<file path="config.mk">
export PLATFORM = sky130hd
export DESIGN_NAME = ccd_readout_seq
export DESIGN_NICKNAME = d
export VERILOG_FILES = /design/src/rtl/ccd_seq_pkg.sv /design/src/rtl/ccd_int_timer.sv /design/src/rtl/ccd_pix_class.sv /design/src/rtl/ccd_seq_core.sv /design/src/rtl/ccd_readout_seq.sv
export SDC_FILE = /design/constraint.sdc
export NUM_CORES = 1
export LEC_CHECK = 0
export ABC_AREA = 0
export BUFFER_PORTS_ARGS = -buffer_cell sky130_fd_sc_hd__buf_4
export CAP_MARGIN = 25
export CORE_UTILIZATION = 33
export CTS_CLUSTER_DIAMETER = 40
export DETAILED_ROUTE_END_ITERATION = 10
export HOLD_SLACK_MARGIN = 0.03
export SYNTH_ARGS = -nofsm -noshare
export SYNTH_HDL_FRONTEND = slang
export SYNTH_SLANG_ARGS = --single-unit
</file>
<file path="constraint.sdc">
create_clock -name clk -period 3.7 [get_ports clk]
set_input_delay 0 -clock clk [delete_from_list [all_inputs] [get_ports clk]]
set_output_delay 0 -clock clk [all_outputs]
set_load 0.01 [all_outputs]
</file>
<file path="src/rtl/ccd_seq_pkg.sv">
package ccd_seq_pkg;

  typedef enum logic [1:0] {
    PK_DUMMY  = 2'd0,
    PK_DARK   = 2'd1,
    PK_ACTIVE = 2'd2
  } pix_kind_t;

  typedef enum logic [3:0] {
    S_IDLE, S_INTEG,
    S_VA, S_VB, S_VC, S_VD,
    S_RG, S_SET, S_SHP, S_XF, S_SHD,
    S_DONE
  } seq_st_t;

endpackage

</file>
<file path="src/rtl/ccd_int_timer.sv">
module ccd_int_timer #(
  parameter int INT_W = 16
) (
  input  logic             clk,
  input  logic             rst,
  input  logic             clr,
  input  logic             run,
  input  logic [INT_W-1:0] len,
  input  logic             stop_req,
  output logic             expired
);

  logic [INT_W-1:0] cnt;
  logic [INT_W:0]   cnt_p1;

  assign cnt_p1  = {1'b0, cnt} + (INT_W+1)'(1);
  assign expired = run && (stop_req || (cnt_p1 >= {1'b0, len}));

  always_ff @(posedge clk) begin
    if (rst || clr)
      cnt <= '0;
    else if (run && (cnt != '1))
      cnt <= cnt + 1'b1;
  end

endmodule

</file>
<file path="src/rtl/ccd_pix_class.sv">
module ccd_pix_class
  import ccd_seq_pkg::*;
#(
  parameter int ACT_COLS   = 64,
  parameter int ACT_ROWS   = 48,
  parameter int LEAD_DUM   = 10,
  parameter int LEAD_DARK  = 4,
  parameter int TRAIL_DARK = 12,
  parameter int TOP_ROWS   = 4,
  parameter int BOT_ROWS   = 4,
  parameter int COL_W      = 7,
  parameter int ROW_W      = 6
) (
  input  logic [COL_W-1:0] col,
  input  logic [ROW_W-1:0] row,
  output pix_kind_t        kind
);

  localparam logic [COL_W-1:0] C_DARK_BEG = COL_W'(LEAD_DUM);
  localparam logic [COL_W-1:0] C_ACT_BEG  = COL_W'(LEAD_DUM + LEAD_DARK);
  localparam logic [COL_W-1:0] C_ACT_END  = COL_W'(LEAD_DUM + LEAD_DARK + ACT_COLS);
  localparam logic [COL_W-1:0] C_DUM_BEG  = COL_W'(LEAD_DUM + LEAD_DARK + ACT_COLS + TRAIL_DARK);
  localparam logic [ROW_W-1:0] R_ACT_BEG  = ROW_W'(TOP_ROWS);
  localparam logic [ROW_W-1:0] R_ACT_END  = ROW_W'(TOP_ROWS + ACT_ROWS);

  // BOT_ROWS only sizes the frame at the top level; rows past R_ACT_END are dark.
  logic col_dummy, col_dark, row_dark;

  assign col_dummy = (col < C_DARK_BEG) || (col >= C_DUM_BEG);
  assign col_dark  = (col < C_ACT_BEG)  || (col >= C_ACT_END);
  assign row_dark  = (row < R_ACT_BEG)  || (row >= R_ACT_END);

  always_comb begin
    if (col_dummy)                kind = PK_DUMMY;
    else if (col_dark || row_dark) kind = PK_DARK;
    else                          kind = PK_ACTIVE;
  end

endmodule

</file>
<file path="src/rtl/ccd_seq_core.sv">
module ccd_seq_core
  import ccd_seq_pkg::*;
#(
  parameter int LINE_PIX = 92,
  parameter int ROWS     = 56,
  parameter int T_V      = 4,
  parameter int T_RG     = 2,
  parameter int T_SET    = 2,
  parameter int T_XF     = 2,
  parameter int STEP_W   = 8,
  parameter int COL_W    = 7,
  parameter int ROW_W    = 6
) (
  input  logic             clk,
  input  logic             rst,
  input  logic             start,
  input  logic             int_end,
  output seq_st_t          st,
  output logic [COL_W-1:0] col,
  output logic [ROW_W-1:0] row,
  output logic             v1,
  output logic             v2,
  output logic             h1,
  output logic             h2,
  output logic             rg,
  output logic             shp,
  output logic             shd,
  output logic             expo,
  output logic             done
);

  localparam logic [COL_W-1:0]  COL_LAST = COL_W'(LINE_PIX - 1);
  localparam logic [ROW_W-1:0]  ROW_LAST = ROW_W'(ROWS - 1);
  localparam logic [STEP_W-1:0] D_V      = STEP_W'(T_V - 1);
  localparam logic [STEP_W-1:0] D_RG     = STEP_W'(T_RG - 1);
  localparam logic [STEP_W-1:0] D_SET    = STEP_W'(T_SET - 1);
  localparam logic [STEP_W-1:0] D_XF     = STEP_W'(T_XF - 1);

  seq_st_t           nst;
  logic [STEP_W-1:0] stp, lim;
  logic              fin;

  always_comb begin
    case (st)
      S_VA, S_VB, S_VC, S_VD: lim = D_V;
      S_RG:                   lim = D_RG;
      S_SET:                  lim = D_SET;
      S_XF:                   lim = D_XF;
      default:                lim = '0;
    endcase
  end

  assign fin = (stp == lim);

  always_comb begin
    nst = st;
    case (st)
      S_IDLE:  if (start)   nst = S_INTEG;
      S_INTEG: if (int_end) nst = S_VA;
      S_VA:    if (fin)     nst = S_VB;
      S_VB:    if (fin)     nst = S_VC;
      S_VC:    if (fin)     nst = S_VD;
      S_VD:    if (fin)     nst = S_RG;
      S_RG:    if (fin)     nst = S_SET;
      S_SET:   if (fin)     nst = S_SHP;
      S_SHP:                nst = S_XF;
      S_XF:    if (fin)     nst = S_SHD;
      S_SHD: begin
        if (col != COL_LAST)      nst = S_RG;
        else if (row != ROW_LAST) nst = S_VA;
        else                      nst = S_DONE;
      end
      S_DONE:  nst = S_IDLE;
      default: nst = S_IDLE;
    endcase
  end

  always_ff @(posedge clk) begin
    if (rst) begin
      st   <= S_IDLE;
      stp  <= '0;
      col  <= '0;
      row  <= '0;
      v1   <= 1'b0;
      v2   <= 1'b0;
      h1   <= 1'b1;
      h2   <= 1'b0;
      rg   <= 1'b0;
      shp  <= 1'b0;
      shd  <= 1'b0;
      expo <= 1'b0;
      done <= 1'b0;
    end else begin
      st  <= nst;
      stp <= (nst != st) ? '0 : stp + 1'b1;
      if (st == S_SHD) begin
        if (col == COL_LAST) begin
          col <= '0;
          row <= (row == ROW_LAST) ? '0 : row + 1'b1;
        end else begin
          col <= col + 1'b1;
        end
      end
      // outputs follow the next state so they line up with st
      v1   <= (nst == S_VA) || (nst == S_VB);
      v2   <= (nst == S_VB) || (nst == S_VC);
      h2   <= (nst == S_RG) || (nst == S_SET) || (nst == S_SHP);
      h1   <= (nst == S_IDLE) || (nst == S_INTEG) || (nst == S_VA) ||
              (nst == S_VB) || (nst == S_VC) || (nst == S_VD) ||
              (nst == S_XF) || (nst == S_SHD) || (nst == S_DONE);
      rg   <= (nst == S_RG);
      shp  <= (nst == S_SHP);
      shd  <= (nst == S_SHD);
      expo <= (nst == S_INTEG);
      done <= (nst == S_DONE);
    end
  end

endmodule

</file>
<file path="src/rtl/ccd_readout_seq.sv">
module ccd_readout_seq
  import ccd_seq_pkg::*;
#(
  parameter int ACT_COLS   = 64,
  parameter int ACT_ROWS   = 48,
  parameter int LEAD_DUM   = 10,
  parameter int LEAD_DARK  = 4,
  parameter int TRAIL_DARK = 12,
  parameter int TRAIL_DUM  = 2,
  parameter int TOP_ROWS   = 4,
  parameter int BOT_ROWS   = 4,
  parameter int INT_W      = 16,
  parameter int T_V        = 4,
  parameter int T_RG       = 2,
  parameter int T_SET      = 2,
  parameter int T_XF       = 2,
  parameter int STEP_W     = 8,
  localparam int LINE_PIX  = LEAD_DUM + LEAD_DARK + ACT_COLS + TRAIL_DARK + TRAIL_DUM,
  localparam int ROWS      = TOP_ROWS + ACT_ROWS + BOT_ROWS,
  localparam int COL_W     = $clog2(LINE_PIX),
  localparam int ROW_W     = $clog2(ROWS)
) (
  input  logic             clk,
  input  logic             rst,
  input  logic             expose_start,
  input  logic             expose_done,
  input  logic [INT_W-1:0] int_time,
  output logic             vphase1,
  output logic             vphase2,
  output logic             hphase1,
  output logic             hphase2,
  output logic             rst_gate,
  output logic             samp_ref,
  output logic             samp_sig,
  output logic             exposing,
  output logic             frame_done,
  output logic [COL_W-1:0] pix_col,
  output logic [ROW_W-1:0] pix_row,
  output logic [1:0]       pix_kind
);

  seq_st_t   st;
  logic      int_end;
  pix_kind_t kind;

  ccd_int_timer #(.INT_W(INT_W)) u_timer (
    .clk      (clk),
    .rst      (rst),
    .clr      (st == S_IDLE),
    .run      (st == S_INTEG),
    .len      (int_time),
    .stop_req (expose_done),
    .expired  (int_end)
  );

  ccd_seq_core #(
    .LINE_PIX (LINE_PIX), .ROWS (ROWS), .T_V (T_V), .T_RG (T_RG),
    .T_SET (T_SET), .T_XF (T_XF), .STEP_W (STEP_W),
    .COL_W (COL_W), .ROW_W (ROW_W)
  ) u_core (
    .clk     (clk),
    .rst     (rst),
    .start   (expose_start),
    .int_end (int_end),
    .st      (st),
    .col     (pix_col),
    .row     (pix_row),
    .v1      (vphase1),
    .v2      (vphase2),
    .h1      (hphase1),
    .h2      (hphase2),
    .rg      (rst_gate),
    .shp     (samp_ref),
    .shd     (samp_sig),
    .expo    (exposing),
    .done    (frame_done)
  );

  ccd_pix_class #(
    .ACT_COLS (ACT_COLS), .ACT_ROWS (ACT_ROWS), .LEAD_DUM (LEAD_DUM),
    .LEAD_DARK (LEAD_DARK), .TRAIL_DARK (TRAIL_DARK),
    .TOP_ROWS (TOP_ROWS), .BOT_ROWS (BOT_ROWS),
    .COL_W (COL_W), .ROW_W (ROW_W)
  ) u_class (
    .col  (pix_col),
    .row  (pix_row),
    .kind (kind)
  );

  assign pix_kind = kind;

endmodule

</file>
; After elaboration in Yosys (flattened, before gate mapping)
; Cells that the tools add are included.
[word_totals]
register_bits = 50
latchBits = 0
n_memories = 0
rom_bits = 0
mem_bits_rw = 0
input_bits = 20
wordCells = 97
[op_classes]
n_mul = 0
n_eq_ne = 28
addsub = 5
n_reduce_logical = 26
bitwise = 0
shifts = 0
magnitude_cmp = 7
div_mod_pow = 0
n_mux = 17
[op_table]
columns = op, n
row1 = 4-bit two-way mux, 11
row2 = 4-bit case mux with 11 select lines, 1
row3 = "4-bit by 3-bit equality test with 1-bit output, second input constant", 8
row4 = "4-bit equality test, second input constant", 7
row5 = 1-bit logical OR, 18
row6 = "16-bit by 1-bit adder with 17-bit output, second input constant", 1
row7 = 17-bit by 16-bit greater-or-equal comparator with 1-bit output, 1
row8 = "16-bit by 1-bit adder with 16-bit output, second input constant", 1
row9 = "4-bit by 2-bit equality test with 1-bit output, second input constant", 4
row10 = "16-bit inequality test, second input constant", 1
row11 = "7-bit greater-or-equal comparator, second input constant", 2
row12 = "7-bit by 4-bit less-than comparator with 1-bit output, second input constant", 2
row13 = "8-bit by 1-bit adder with 8-bit output, second input constant", 1
row14 = "4-bit by 1-bit equality test with 1-bit output, second input constant", 2
row15 = 8-bit by 2-bit equality test with 1-bit output, 1
row16 = 4-bit logical NOT, 2
row17 = "7-bit by 1-bit adder with 7-bit output, second input constant", 1
row18 = "7-bit equality test, second input constant", 1
row19 = 7-bit two-way mux, 1
row20 = "7-bit inequality test, second input constant", 1
row21 = "6-bit by 1-bit adder with 6-bit output, second input constant", 1
row22 = "6-bit equality test, second input constant", 1
row23 = "6-bit greater-or-equal comparator, second input constant", 1
row24 = "6-bit by 3-bit less-than comparator with 1-bit output, second input constant", 1
row25 = other kinds (10), 12

; Logic depth before layout (Yosys ltp)
[logic_depth]
depth_word = 15
depth_mapped = 15
ltp_nobuf = 14

; By module
; A second synthesis with hierarchy kept.
[hier_totals]
cells_unflattened = 386
area_unflattened_um2 = 3269.4
[by_module_without_submodules]
columns = module, area_per_inst_um2, cells_each, n_inst, seq_area_each_um2
row1 = ccd_seq_core, 1714.1, 191, 1, 680.7
row2 = ccd_int_timer, 1425.1, 176, 1, 320.3
row3 = ccd_pix_class, 102.6, 17, 1, 0.0
row4 = ccd_readout_seq, 27.5, 2, 1, 0.0

; Worst setup path before layout
; No wires, ideal clock.
[synth_timing]
path_type = reg-to-reg
from = reg u_timer.cnt[4]
to = reg u_core.h1
setup_time_ns = 0.115
period_less_slack_ns = 3.283
stages_incl_launch_ff = 16
required_ns = 3.585
arrival_time_ns = 3.169
path_slack_ns = 0.417
path_cell_list = dfxtp_1 and3_1 nand3_2 or2_1 buf_6 nor4_4 and3_2 xor2_1 ha_1 nand4_1 or2_2 a311o_1 o211a_1 a21oi_1 nor2b_4 o21ba_1
[synth_between]
elab_chain_len = 15
[synth_rtl]
columns = element, line
row1 = from (decl), ccd_int_timer.sv:13  ; logic [INT_W-1:0] cnt;
row2 = from (signal assigned), ccd_int_timer.sv:23  ; cnt <= cnt + 1'b1;
row3 = 16-bit by 1-bit adder with 17-bit output *, ccd_int_timer.sv:16  ; assign cnt_p1 = {1'b0, cnt} + (INT_W+1)'(1);
row4 = net u_timer.cnt_p1[15], ccd_int_timer.sv:14  ; logic [INT_W:0] cnt_p1;
row5 = 17-bit by 16-bit greater-or-equal comparator with 1-bit output *, ccd_int_timer.sv:17  ; assign expired = run && (stop_req || (cnt_p1 >= {1'b0, len}));
row6 = 1-bit logical OR *, ccd_int_timer.sv:17
row7 = 1-bit logical AND *, ccd_int_timer.sv:17
row8 = 4-bit two-way mux *, ccd_seq_core.sv:59  ; S_INTEG: if (int_end) nst = S_VA;
row9 = 4-bit case mux with 11 select lines *, ccd_seq_core.sv:57  ; case (st)
row10 = 4-bit by 1-bit equality test with 1-bit output / 4-bit logical NOT (equally long branches), ccd_seq_core.sv:108  ; h1 <= (nst == S_IDLE) || (nst == S_INTEG) || (nst == S_VA) ||
row11 = 1-bit logical OR (3 in series), ccd_seq_core.sv:108
row12 = 1-bit logical OR (3 in series), ccd_seq_core.sv:109  ; (nst == S_VB) || (nst == S_VC) || (nst == S_VD) ||
row13 = 1-bit logical OR, ccd_seq_core.sv:110  ; (nst == S_XF) || (nst == S_SHD) || (nst == S_DONE);
row14 = 1-bit logical OR *, ccd_seq_core.sv:110
row15 = to (signal assigned), ccd_seq_core.sv:108
row16 = to (decl), ccd_seq_core.sv:23  ; output logic h1,
; The timed path passes the listed nets; every way through them passes the cells marked *.
; A chain may end at the register's enable or synchronous reset.

; Final worst setup path
; Ends and elaborated chain as after synthesis.

==> impl_results.md <==
* Relative slew slack at 60.85%
* Hpwl dp at 4835 um
* Cells after Synth at 359
* DRC Markers at 0
* Global-route wire length before repair at 11050 um
* # fillers at 938
* Die height at 99.77 um
* EDFF count, synth at 0
* Unique masters post-synth at 68
* Synth warnings at 0
* Ratio of total power to cell area at 286.6 nW/um2
* Pin count of the biggest net entering global routing at 17
* Tmin final at 3476 ps
* Final Slew Violations at 0
* Setup TNS at 0 ps
* Floorplan core area at 9240 um2
* Wire per inst at 12.08 um
* Endpoints failing setup at 0
* Dpl cell area at 3592 um2
* CTS root buffer: clkbuf_8
* Fmax at 0.2877 GHz
* Post-route cell area at 3705 um2
* P_sw at 0.0002932 W
* Switch share at 27.62%
* Critical Path Start Type: register
* Final WL at 6437 um
* Clock transition at path regs at 90 ps
* Worst Tran Pin Value at 586.4 ps
* Final Non-Filler Cells at 533
* Count of final hold-check violations at 0
* H-tree lvl count at 2
* Most frequent cells in the layout: dfxtp_1 (50), buf_4 (45), nor2_1 (41), nand2_1 (28), inv_1 (24)
* Top_reg_cell synth: dfxtp_1
* Vias in the first global route at 2382
* P&R area growth vs syn at 17.45%
* Setup slack after placement at 170.2 ps
* Outcome: finished clean
* Site Rows at 35
* GP Congestion at 0.7928
* DR pass1 iterations at 4
* # nets final at 444
* Post-synthesis cell area at 3154 um2
* Routed vias at 2587
* Worst VDD drop at 0.1424 mV
* Required time worst endpoint at 3910 ps
* Clock Sinks at 50
* ANT nets after route at 0
* Critical Path AT at 3690 ps
* Syn_area_per_cell at 8.786 um2
* Crit-path max FO at 6
* Total grt overflow at 0
* Number of I/O pins at 44
* Post-CTS Setup Inserts at 0
* CTS tree: built
* Fraction of layout cells with a size suffix above 1 at 21.04%
* Sequential power share at 53.2%
* Post-synthesis sequential area ratio at 31.73%
* Pint at 0.0007686 W
* CTS Buf Count at 5
* Leak pwr at 1.531 nW
* Gate power share at 14.6%
* Die width at 99.77 um
* Setup Crit Path Kind: register to register
* RSZ-0062 raised after global routing: false
* Final setup margin at 223.6 ps
* Clk buf depth at 2
* Final Cycle Share at 93.96%
* Clk_lat worst skew at 310 ps
* Syn_nets at 400
* # placed instances at 524
* Most common cell after layout, fill and taps aside: dfxtp_1
* Clock Skew at 10.54 ps
* Ant. Diodes at 0
* IO buf count at 43
* Antenna violations before repair at 0
* Fin Hold WS at 277.5 ps
* Ys async rst share at 0%
* Power share of the clock group at 32.2%
* Initial DRC Count at 66
* GRT Util Overall at 13.64%
* Starting density of the core at 34.14%
* Crit end category: register
* Via/cell ratio at 4.854
* Max-Cap Viols at 0
* HP Class: input pin to register
* Die Footprint at 9953 um2
* #FFs+latches synth at 50
==> per-layer routing <==
layer,share of wire [%],up-vias,global-route usage (%)
met2,44,39,21.38
met4,1.6,0,4.412
met5,0,-,0
li1,-,1345,-
met3,3.6,9,2.811
met1,50,1194,18.63
==> logic make-up (layout without fill, tap and decap cells) <==
logic type / Yosys count / in the layout / share of synthesized area [%]
simple gates: 157 / 157 / 29.99
compound gates: 53 / 53 / 12.34
flops: 50 / 50 / 31.73
xor+xnor: 43 / 43 / 12.18
buf+inv: 33 / 78 / 4.800
fa+ha+maj: 21 / 21 / 8.330
mux: 2 / 2 / 0.6347
==> worst paths after layout <==
path | from | end | slack [ps] | cells after the start
hold / removal | expose_done | u_core.st[0] | 280 | 6
setup / recovery | u_timer.cnt[4] | u_core.h1 | 220 | 14
setup reg to reg | u_timer.cnt[4] | u_core.h1 | 220 | 14
hold reg to reg | u_timer.cnt[1] | u_timer.cnt[1] | 510 | 2
==> power groups by stage <==
stage	logic (W)	clock network, W	registers [W]
4_1_cts	0.000157	0.000354	0.000565
5_1_grt	0.000174	0.000376	0.000568
6_report	0.000155	0.000342	0.000565
3_5_place_dp	0.000156	0	0.000577
3_3_place_gp	0.000153	0	0.000578
2_1_floorplan	0.000115	0	0.000570
==> what timing repair did <==
action / 4_1_cts / 5_1_grt
hold buffers: 1 / 0
resized for setup: 0 / 1
setup endpoints to repair: 0 / 7
hold endpoints to repair: 7 / 0
==> flip-flops by register name (all words and copies together) (netlist names), 4 cells and up <==
| signal | cells |
|---|---|
| u_core.stp | 8 |
| u_timer.cnt | 16 |
| u_core.row | 6 |
| u_core.st | 4 |
| u_core.col | 7 |
==> synth_stat cells (4+ instances only) <==
| cell type | number | area [um2] |
|---|---|---|
| dfxtp_1 | 50 | 1001 |
| nor2_1 | 41 | 153.9 |
| nand2_1 | 28 | 105.1 |
| inv_1 | 24 | 90.09 |
| xor2_1 | 23 | 201.4 |
| ha_1 | 21 | 262.8 |
| xnor2_1 | 19 | 166.4 |
| nand3_1 | 15 | 75.07 |
| a21oi_1 | 13 | 65.06 |
| nor3_1 | 10 | 50.05 |
| nor2_2 | 9 | 56.30 |
| o21ai_0 | 9 | 45.04 |
| nand4_1 | 8 | 50.05 |
| and3_1 | 4 | 25.02 |
| nor4_1 | 4 | 25.02 |
| o21bai_1 | 4 | 30.03 |
==> critical path, cell delays in order, from the launching register on <==
cell	delay [ps]
dfxtp_1	420
and3_1	190
nand3_2	110
or2_4	320
nor4_4	310
and3_2	260
xor2_1	70
ha_1	300
nand4_1	110
or2_2	330
a311o_1	270
o211a_1	140
a21oi_1	260
nor2b_4	90
o21ba_1	190
==> through the flow <==
stage | util (%) | total power [W]
floorplan | - | 0.0006849
global placement | 38.88 | 0.0007310
detailed placement | 38.88 | 0.0007329
CTS | 40.07 | 0.001076
global route | 40.09 | 0.001118
finish | 40.09 | 0.001062
==> cell type report <==
| type | count | area, um2 | area share [%] |
|---|---|---|---|
| clock buffers | 6 | 82.58 | 2.229 |
| clock inverters | 2 | 17.52 | 0.4728 |
| inverters | 24 | 90.09 | 2.432 |
| multi-input cells | 276 | 2004 | 54.10 |
| flip-flops and latches | 50 | 1001 | 27.02 |
| well taps | 129 | 161.4 | 4.357 |
| repair buffers | 46 | 347.8 | 9.389 |
Power figures use the tool's default switching activity.
